==> config.mk <==
export PLATFORM = sky130hd
export DESIGN_NAME = uart_tx_dbuf
export DESIGN_NICKNAME = d
export VERILOG_FILES = /design/src/rtl/uart_tx_pkg.sv /design/src/rtl/uart_tx_baud.sv /design/src/rtl/uart_tx_shifter.sv /design/src/rtl/uart_tx_dbuf.sv
export SDC_FILE = /design/constraint.sdc
export NUM_CORES = 1
export LEC_CHECK = 0
export BUFFER_PORTS_ARGS = -buffer_cell sky130_fd_sc_hd__buf_2
export CORE_ASPECT_RATIO = 0.6
export CORE_UTILIZATION = 55
export DETAILED_ROUTE_END_ITERATION = 10
export PLACE_DENSITY = 0.84
export SLEW_MARGIN = 25
export SYNTH_ARGS = -nofsm -noshare
export SYNTH_HDL_FRONTEND = slang
export SYNTH_SLANG_ARGS = --single-unit
==> constraint.sdc <==
create_clock -name clk -period 2.1 [get_ports clk]
set_input_delay 0.105 -clock clk [delete_from_list [all_inputs] [get_ports clk]]
set_output_delay 0.105 -clock clk [all_outputs]
set_load 0.01 [all_outputs]
==> src/rtl/uart_tx_pkg.sv <==
package uart_tx_pkg;

  typedef struct packed {
    logic par_en;
    logic par_odd;
    logic two_stop;
  } frame_cfg_t;

  function automatic logic parity_of(input logic [15:0] bits, input int unsigned width,
                                     input logic odd);
    logic p;
    p = odd;
    for (int i = 0; i < 16; i++) begin
      if (i < int'(width)) p = p ^ bits[i];
    end
    return p;
  endfunction

endpackage

==> src/rtl/uart_tx_baud.sv <==
module uart_tx_baud #(
  parameter int DIV_W      = 8,
  parameter int OVERSAMPLE = 16
) (
  input  logic             clk,
  input  logic             rst,
  input  logic             run,
  input  logic             restart,
  input  logic             src_tick,
  input  logic [DIV_W-1:0] div,
  output logic             bit_tick
);
  localparam int SUB_W = (OVERSAMPLE > 1) ? $clog2(OVERSAMPLE) : 1;
  localparam logic [SUB_W-1:0] SUB_LAST = SUB_W'(OVERSAMPLE - 1);

  logic [DIV_W-1:0] pre_q;
  logic [SUB_W-1:0] sub_q;

  assign bit_tick = run && src_tick && (pre_q == div) && (sub_q == SUB_LAST);

  always_ff @(posedge clk) begin
    if (rst || restart) begin
      pre_q <= '0;
      sub_q <= '0;
    end else if (run && src_tick) begin
      if (pre_q == div) begin
        pre_q <= '0;
        sub_q <= (sub_q == SUB_LAST) ? '0 : sub_q + 1'b1;
      end else begin
        pre_q <= pre_q + 1'b1;
      end
    end
  end

endmodule

==> src/rtl/uart_tx_shifter.sv <==
module uart_tx_shifter
  import uart_tx_pkg::*;
#(
  parameter int DATA_W = 8,
  parameter int DIV_W  = 8
) (
  input  logic              clk,
  input  logic              rst,
  input  logic              load,
  input  logic [DATA_W-1:0] load_data,
  input  frame_cfg_t        cfg,
  input  logic [DIV_W-1:0]  div,
  input  logic              src_tick,
  output logic              txd,
  output logic              busy,
  output logic              frame_end
);
  localparam int TAIL_W = DATA_W + 3;
  localparam int CNT_W  = $clog2(TAIL_W + 1);

  logic [TAIL_W-1:0] tail_q, tail_new;
  logic [CNT_W-1:0]  left_q, left_new;
  logic [DIV_W-1:0]  div_q;
  logic              txd_q, busy_q, bit_tick;

  uart_tx_baud #(.DIV_W(DIV_W), .OVERSAMPLE(16)) u_baud (
    .clk(clk), .rst(rst), .run(busy_q), .restart(load),
    .src_tick(src_tick), .div(div_q), .bit_tick(bit_tick)
  );

  always_comb begin
    tail_new = '1;
    tail_new[DATA_W-1:0] = load_data;
    if (cfg.par_en)
      tail_new[DATA_W] = parity_of(16'(load_data), DATA_W, cfg.par_odd);
    left_new = CNT_W'(DATA_W + 1) + CNT_W'(cfg.par_en) + CNT_W'(cfg.two_stop);
  end

  assign frame_end = busy_q && bit_tick && (left_q == '0);

  always_ff @(posedge clk) begin
    if (rst) begin
      tail_q <= '1;
      left_q <= '0;
      div_q  <= '0;
      txd_q  <= 1'b1;
      busy_q <= 1'b0;
    end else if (load) begin
      tail_q <= tail_new;
      left_q <= left_new;
      div_q  <= div;
      txd_q  <= 1'b0;
      busy_q <= 1'b1;
    end else if (frame_end) begin
      txd_q  <= 1'b1;
      busy_q <= 1'b0;
    end else if (busy_q && bit_tick) begin
      txd_q  <= tail_q[0];
      tail_q <= {1'b1, tail_q[TAIL_W-1:1]};
      left_q <= left_q - 1'b1;
    end
  end

  assign txd  = txd_q;
  assign busy = busy_q;

endmodule

==> src/rtl/uart_tx_dbuf.sv <==
module uart_tx_dbuf
  import uart_tx_pkg::*;
#(
  parameter int DATA_W = 8,
  parameter int DIV_W  = 8
) (
  input  logic              clk,
  input  logic              rst,
  input  logic [DIV_W-1:0]  cfg_div,
  input  logic              cfg_ext_src,
  input  logic              ext_tick,
  input  logic              cfg_par_en,
  input  logic              cfg_par_odd,
  input  logic              cfg_two_stop,
  input  logic              cfg_cts_sel,
  input  logic              cts_n,
  input  logic              tx_enable,
  input  logic              wr_valid,
  input  logic [DATA_W-1:0] wr_data,
  input  logic              irq_ack,
  input  logic              irq_clr,
  output logic              txd,
  output logic              buf_empty,
  output logic              shreg_empty,
  output logic              irq_req
);
  logic [DATA_W-1:0] hold_q;
  logic              full_q, sh_empty_q, irq_q;
  logic              busy, frame_end, start_ok, load, src_tick;
  frame_cfg_t        fcfg;

  assign fcfg     = '{par_en: cfg_par_en, par_odd: cfg_par_odd, two_stop: cfg_two_stop};
  assign src_tick = cfg_ext_src ? ext_tick : 1'b1;
  assign start_ok = tx_enable && full_q && !(cfg_cts_sel && cts_n);
  // Evaluation point: any idle cycle, or the edge closing the last stop bit.
  assign load     = start_ok && (!busy || frame_end);

  uart_tx_shifter #(.DATA_W(DATA_W), .DIV_W(DIV_W)) u_shift (
    .clk(clk), .rst(rst), .load(load), .load_data(hold_q), .cfg(fcfg),
    .div(cfg_div), .src_tick(src_tick), .txd(txd), .busy(busy),
    .frame_end(frame_end)
  );

  always_ff @(posedge clk) begin
    if (rst) begin
      hold_q     <= '0;
      full_q     <= 1'b0;
      sh_empty_q <= 1'b1;
      irq_q      <= 1'b0;
    end else begin
      if (wr_valid) hold_q <= wr_data;
      full_q <= (full_q && !load) || wr_valid;
      if (load)           sh_empty_q <= 1'b0;
      else if (frame_end) sh_empty_q <= 1'b1;
      if (load)                    irq_q <= 1'b1;
      else if (irq_ack || irq_clr) irq_q <= 1'b0;
    end
  end

  assign buf_empty   = !full_q;
  assign shreg_empty = sh_empty_q;
  assign irq_req     = irq_q;

endmodule

======== Yosys cells after proc, flatten, opt, wreduce, memory -nomap -nowiden ========
Index checks and enable logic that the tools add are counted.
storage, ports and cells
  output and inout bits ................... 4
  register bits ........................... 46
cells by class
  bitwise operators ....................... 8
  mux-type cells .......................... 26
  add/sub/neg operators ................... 5
  reduce and logical (&&, ||, !) cells .... 25
  eq/ne operators ......................... 3
operator list
  operator             count
  $mux 9               3
  $mux 1               18
  $mux 4               4
  $logic_and 1x1->1    10
  $add 8x1->8 const B  1
  $eq 8x8->1           1
  $mux 8               1
  $xor 1x1->1          8
  $reduce_bool 2->1    3
  $add 4x1->4          1
  $add 4x1->4 const A  1
  $add 4x1->4 const B  1
  $eq 4x4->1 const B   1
  $logic_not 1->1      4
  $logic_not 4->1      1
  $logic_or 1x1->1     4
  $reduce_and 2->1     2
  $sub 4x1->4 const B  1
  $reduce_bool 3->1    1
  $ne 2x1->1 const B   1

======== Logic depth before layout (Yosys ltp) ========
  depth after elaboration ................. 17
  mapped depth ............................ 8
  gate-level depth less buffers ........... 7

======== By module ========
A second synthesis with hierarchy kept.
second synthesis, totals
  cell total of the unflattened synthesis .. 243
  area, all modules ....................... 2279.7 um2
modules (own cells, without submodules)
  module           seq. area each (um2)  cells each  area each (um2)  times used
  uart_tx_shifter  460.4                 121         1123.6           1
  uart_tx_baud     240.2                 79          706.9            1
  uart_tx_dbuf     220.2                 43          449.2            1

======== Least setup slack after synthesis ========
Ideal clock, no wire load.
  kind .................................... register -> register
  start point ............................. register u_shift.left_q[0]
  end point ............................... register u_shift.left_q[1]
  stages on the path, launching flop included .. 9
  data arrival time ....................... 1747 ps
  buffers on the path ..................... 1
  library setup time ...................... 120 ps
  period minus slack after synthesis ...... 1867 ps
  setup slack ............................. 233 ps
  cell sequence ........................... dfxtp_1 -> inv_1 -> ha_1 -> or3b_1 -> nand4_1 -> nor3_1 -> buf_2 -> nor4_1 -> o31a_1
between the ends
  word-level cells in the longest chain between the ends .. 6
ends and longest elaborated chain
  what                                                 RTL line               source
  from (decl)                                          uart_tx_shifter.sv:22  logic [CNT_W-1:0] left_q, left_new;
  from (signal assigned)                               uart_tx_shifter.sv:50  left_q <= left_new;
  from (signal assigned)                               uart_tx_shifter.sv:60  left_q <= left_q - 1'b1;
  branches (longest 6 deep; another with $sub 4x1->4)  n/a
Parallel ways; which one is timed is not known. The select of a mux whose other input is x is not followed.
A chain may end at the register's enable or synchronous reset.

======== Worst setup path in the final report ========
Same ends and word-level chain as after synthesis.

==> results.toml <==
[floorplanning]
top_level_ports = 33
die_h_um = 51.2
die_area_um2 = 4300
die_width_um = 84.0
coreArea_um2 = 3760
start_util = 0.590
rows = 17

[sta]
setup_viol = 0
fin_crit_ps = 2060
setup_ws_ps = 35.1
fin_crit_sh = 0.983
drv_slew = 0
slew-limit-headroom = 0.527
finalClockSkew_ps = 9.74
clock.fmax_ghz = 0.484
final_hold_viol_count = 0
tightestPinTransition_ps = 709

[flow_run]
maxCapViolations = 0

[worst_setup_path]
end_kind = "flip-flop"
reg2reg_slack_ps = 40
crit_type = "flip-flop to flip-flop"
cp.arrival_ps = 2250
crit_path_max_fanout = 6
worstSetupStartpointType = "flip-flop"
rr_startpoint = "u_shift.left_q[0]"
rr_endpoint = "u_shift.left_q[1]"
crit_required_ps = 2290
reg2reg_depth = 8

[global_route]
grt_max_degree = 41
grt_antenna_before_repair = 0
overflow = 0
grt_first_pass_wirelength_um = 7930
grt_pass1_vias = 1573
grt_usage = 0.246

[yosys]
yosysMostFrequentCell = "dfxtp_1"
synth_area_um2 = 2220
syn_avg_cell_area_um2 = 9.21
yosys_warnings = 0
async_flop_share = 0
synth.cells.most_frequent = "dfxtp_1, xnor2_1, a21oi_1, nor2_1, nand3_1"
synth_top_area_frac = 0.415
synth_flop_cell = "dfxtp_1"
ys_ff_latch = 46
yosys.area.top_type = "dfxtp_1"
synthCells = 241
syn_nets = 275
yosysUniqueCellTypes = 39
seq_area_frac_synth = 0.415
synth_edf_count = 0
ys_top_cells_by_area = "dfxtp_1, xnor2_1, mux2i_1"

[drt]
wl_per_cell_um = 15.7
ant_nets = 0
drc = 0
drt_iter0_drc = 181
num_vias = 1917
via_per_inst = 5.81
wl_um = 5190
dr.pass1.iters = 4

[hold_path]
hold_path.class = "primary input to flip-flop"
hold_path_depth = 2
hold_path_end = "u_shift.tail_q[8]"
holdCritStartpoint = "cfg_par_en"

[placed_design]
dpl.hpwl_um = 3670
io_buffers = 32
gp_congestion = 0.861
dp_slack_ps = 8.99

[clock_network]
clockRootBuffer = "clkbuf_8"
ctsHoldBuffers = 0
cts_num_sinks = 46
numCtsBuffers = 5
cts_tree = "built"
cts.path.max_buffers = 2
clock_latency_ps = 300
h-tree-depth = 2
clk_pin_slew_ps = 80

[layout]
multiInputGateArea_um2 = 1240
antenna_cells = 0
ff_latch_area_um2 = 927
syn_to_final_growth_pct = 19.8
fillers = 281
final_core_util = 0.706
layout-drive-gt1-share = 0.258
final_nets = 318

[power_and_ir_drop]
ir_drop_mv = 0.474
powerDensity_nw_per_um2 = 664
p_leak_nw = 1.05

[status]
outcome = "completed"
[critical path, cell delays in order (launching register included)]
cell and delay (ps):
dfxtp_2 350, inv_1 60, ha_1 180, or3b_4 250
nand4_1 220, nor3_4 360, buf_6 170, nor4_1 50
o31a_1 300
[registers in the layout (all words and copies together), names as in the netlist]
name and flops:
full_q 1, shreg_empty 1, u_shift.txd 1, u_shift.tail_q 9
irq_req 1, u_shift.u_baud.pre_q 8, u_shift.busy 1, hold_q 8
u_shift.div_q 8, u_shift.u_baud.sub_q 4, u_shift.left_q 4
[area by class of cell]
cell class / count / area share
Timing Repair Buffer: 50 / 0.117
Multi-Input combinational cell: 172 / 0.468
Tap cell: 47 / 0.0221
Clock buffer: 6 / 0.0311
Sequential cell: 46 / 0.349
Inverter: 9 / 0.0127
[what timing repair did]
item,4_1_cts,5_1_grt
gates resized for setup,1,12
setup buffers,0,5
setup endpoints to repair,2,30
pin swaps,0,3
[how the worst max path moves through the flow]
| stage | from | end | slack [ps] |
|---|---|---|---|
| CTS | u_shift.left_q[0] | u_shift.tail_q[0] | 10 |
| global placement | u_shift.u_baud.pre_q[5] | full_q | 100 |
| global route | u_shift.u_baud.sub_q[0] | u_shift.div_q[5] | -90 |
| detailed placement | u_shift.left_q[0] | u_shift.left_q[1] | 9 |
| floorplan | u_shift.left_q[0] | u_shift.left_q[1] | 230 |
| finish | u_shift.left_q[0] | u_shift.left_q[1] | 40 |
[per-layer routing]
metal  vias up  part of all wire  track usage
li1        969                 -            -
met1       888              0.53        0.393
met2        51              0.40        0.313
met3         9             0.054       0.0533
met4         0             0.015       0.0862
met5         -                 0            0
[where the power goes]
part	internal (mW)	switching [mW]	total (mW)
registers	0.908	0.0304	0.938
clock network	0.254	0.279	0.533
logic	0.139	0.155	0.293
total	1.30	0.464	1.76
[cell families after synthesis]
| kind of cell | share of synthesized area |
|---|---|
| flops | 0.415 |
| compound gates | 0.169 |
| buf+inv | 0.0434 |
| mux | 0.0451 |
| simple gates | 0.197 |
| xor+xnor | 0.103 |
| fa+ha+maj | 0.0282 |
[cell usage in the layout, fill, tap and decap left out, types with 2 or more instances in the layout]
master	n
a211oi_1	3
a21o_1	8
a21oi_1	16
a221o_1	8
and3_1	2
and4_1	3
buf_2	32
buf_4	16
clkbuf_8	6
dfxtp_1	41
dfxtp_2	5
ha_1	5
inv_1	9
mux2i_1	10
nand2_1	9
nand2b_1	2
nand3_1	12
nand4_1	6
nor2_1	16
nor3_1	8
nor3_4	2
nor4_1	8
o21ai_0	11
or3_1	3
xnor2_1	19
xnor2_2	3
xor2_1	4
[per-stage QoR]
step | setup TNS (ps) | cells | power (mW) | hold slack, ps | cell area (um2)
CTS | 0 | 325 | 1.73 | 36.9 | 2570
global placement | 0 | 319 | 1.21 | 340 | 2490
finish | 0 | 330 | 1.76 | 39.3 | 2660
global route | -483 | 330 | 1.83 | 26.1 | 2660
floorplan | 0 | 241 | 1.13 | 223 | 2220
detailed placement | 0 | 319 | 1.22 | 343 | 2490
Note: power is estimated with default switching activity, not from simulation.
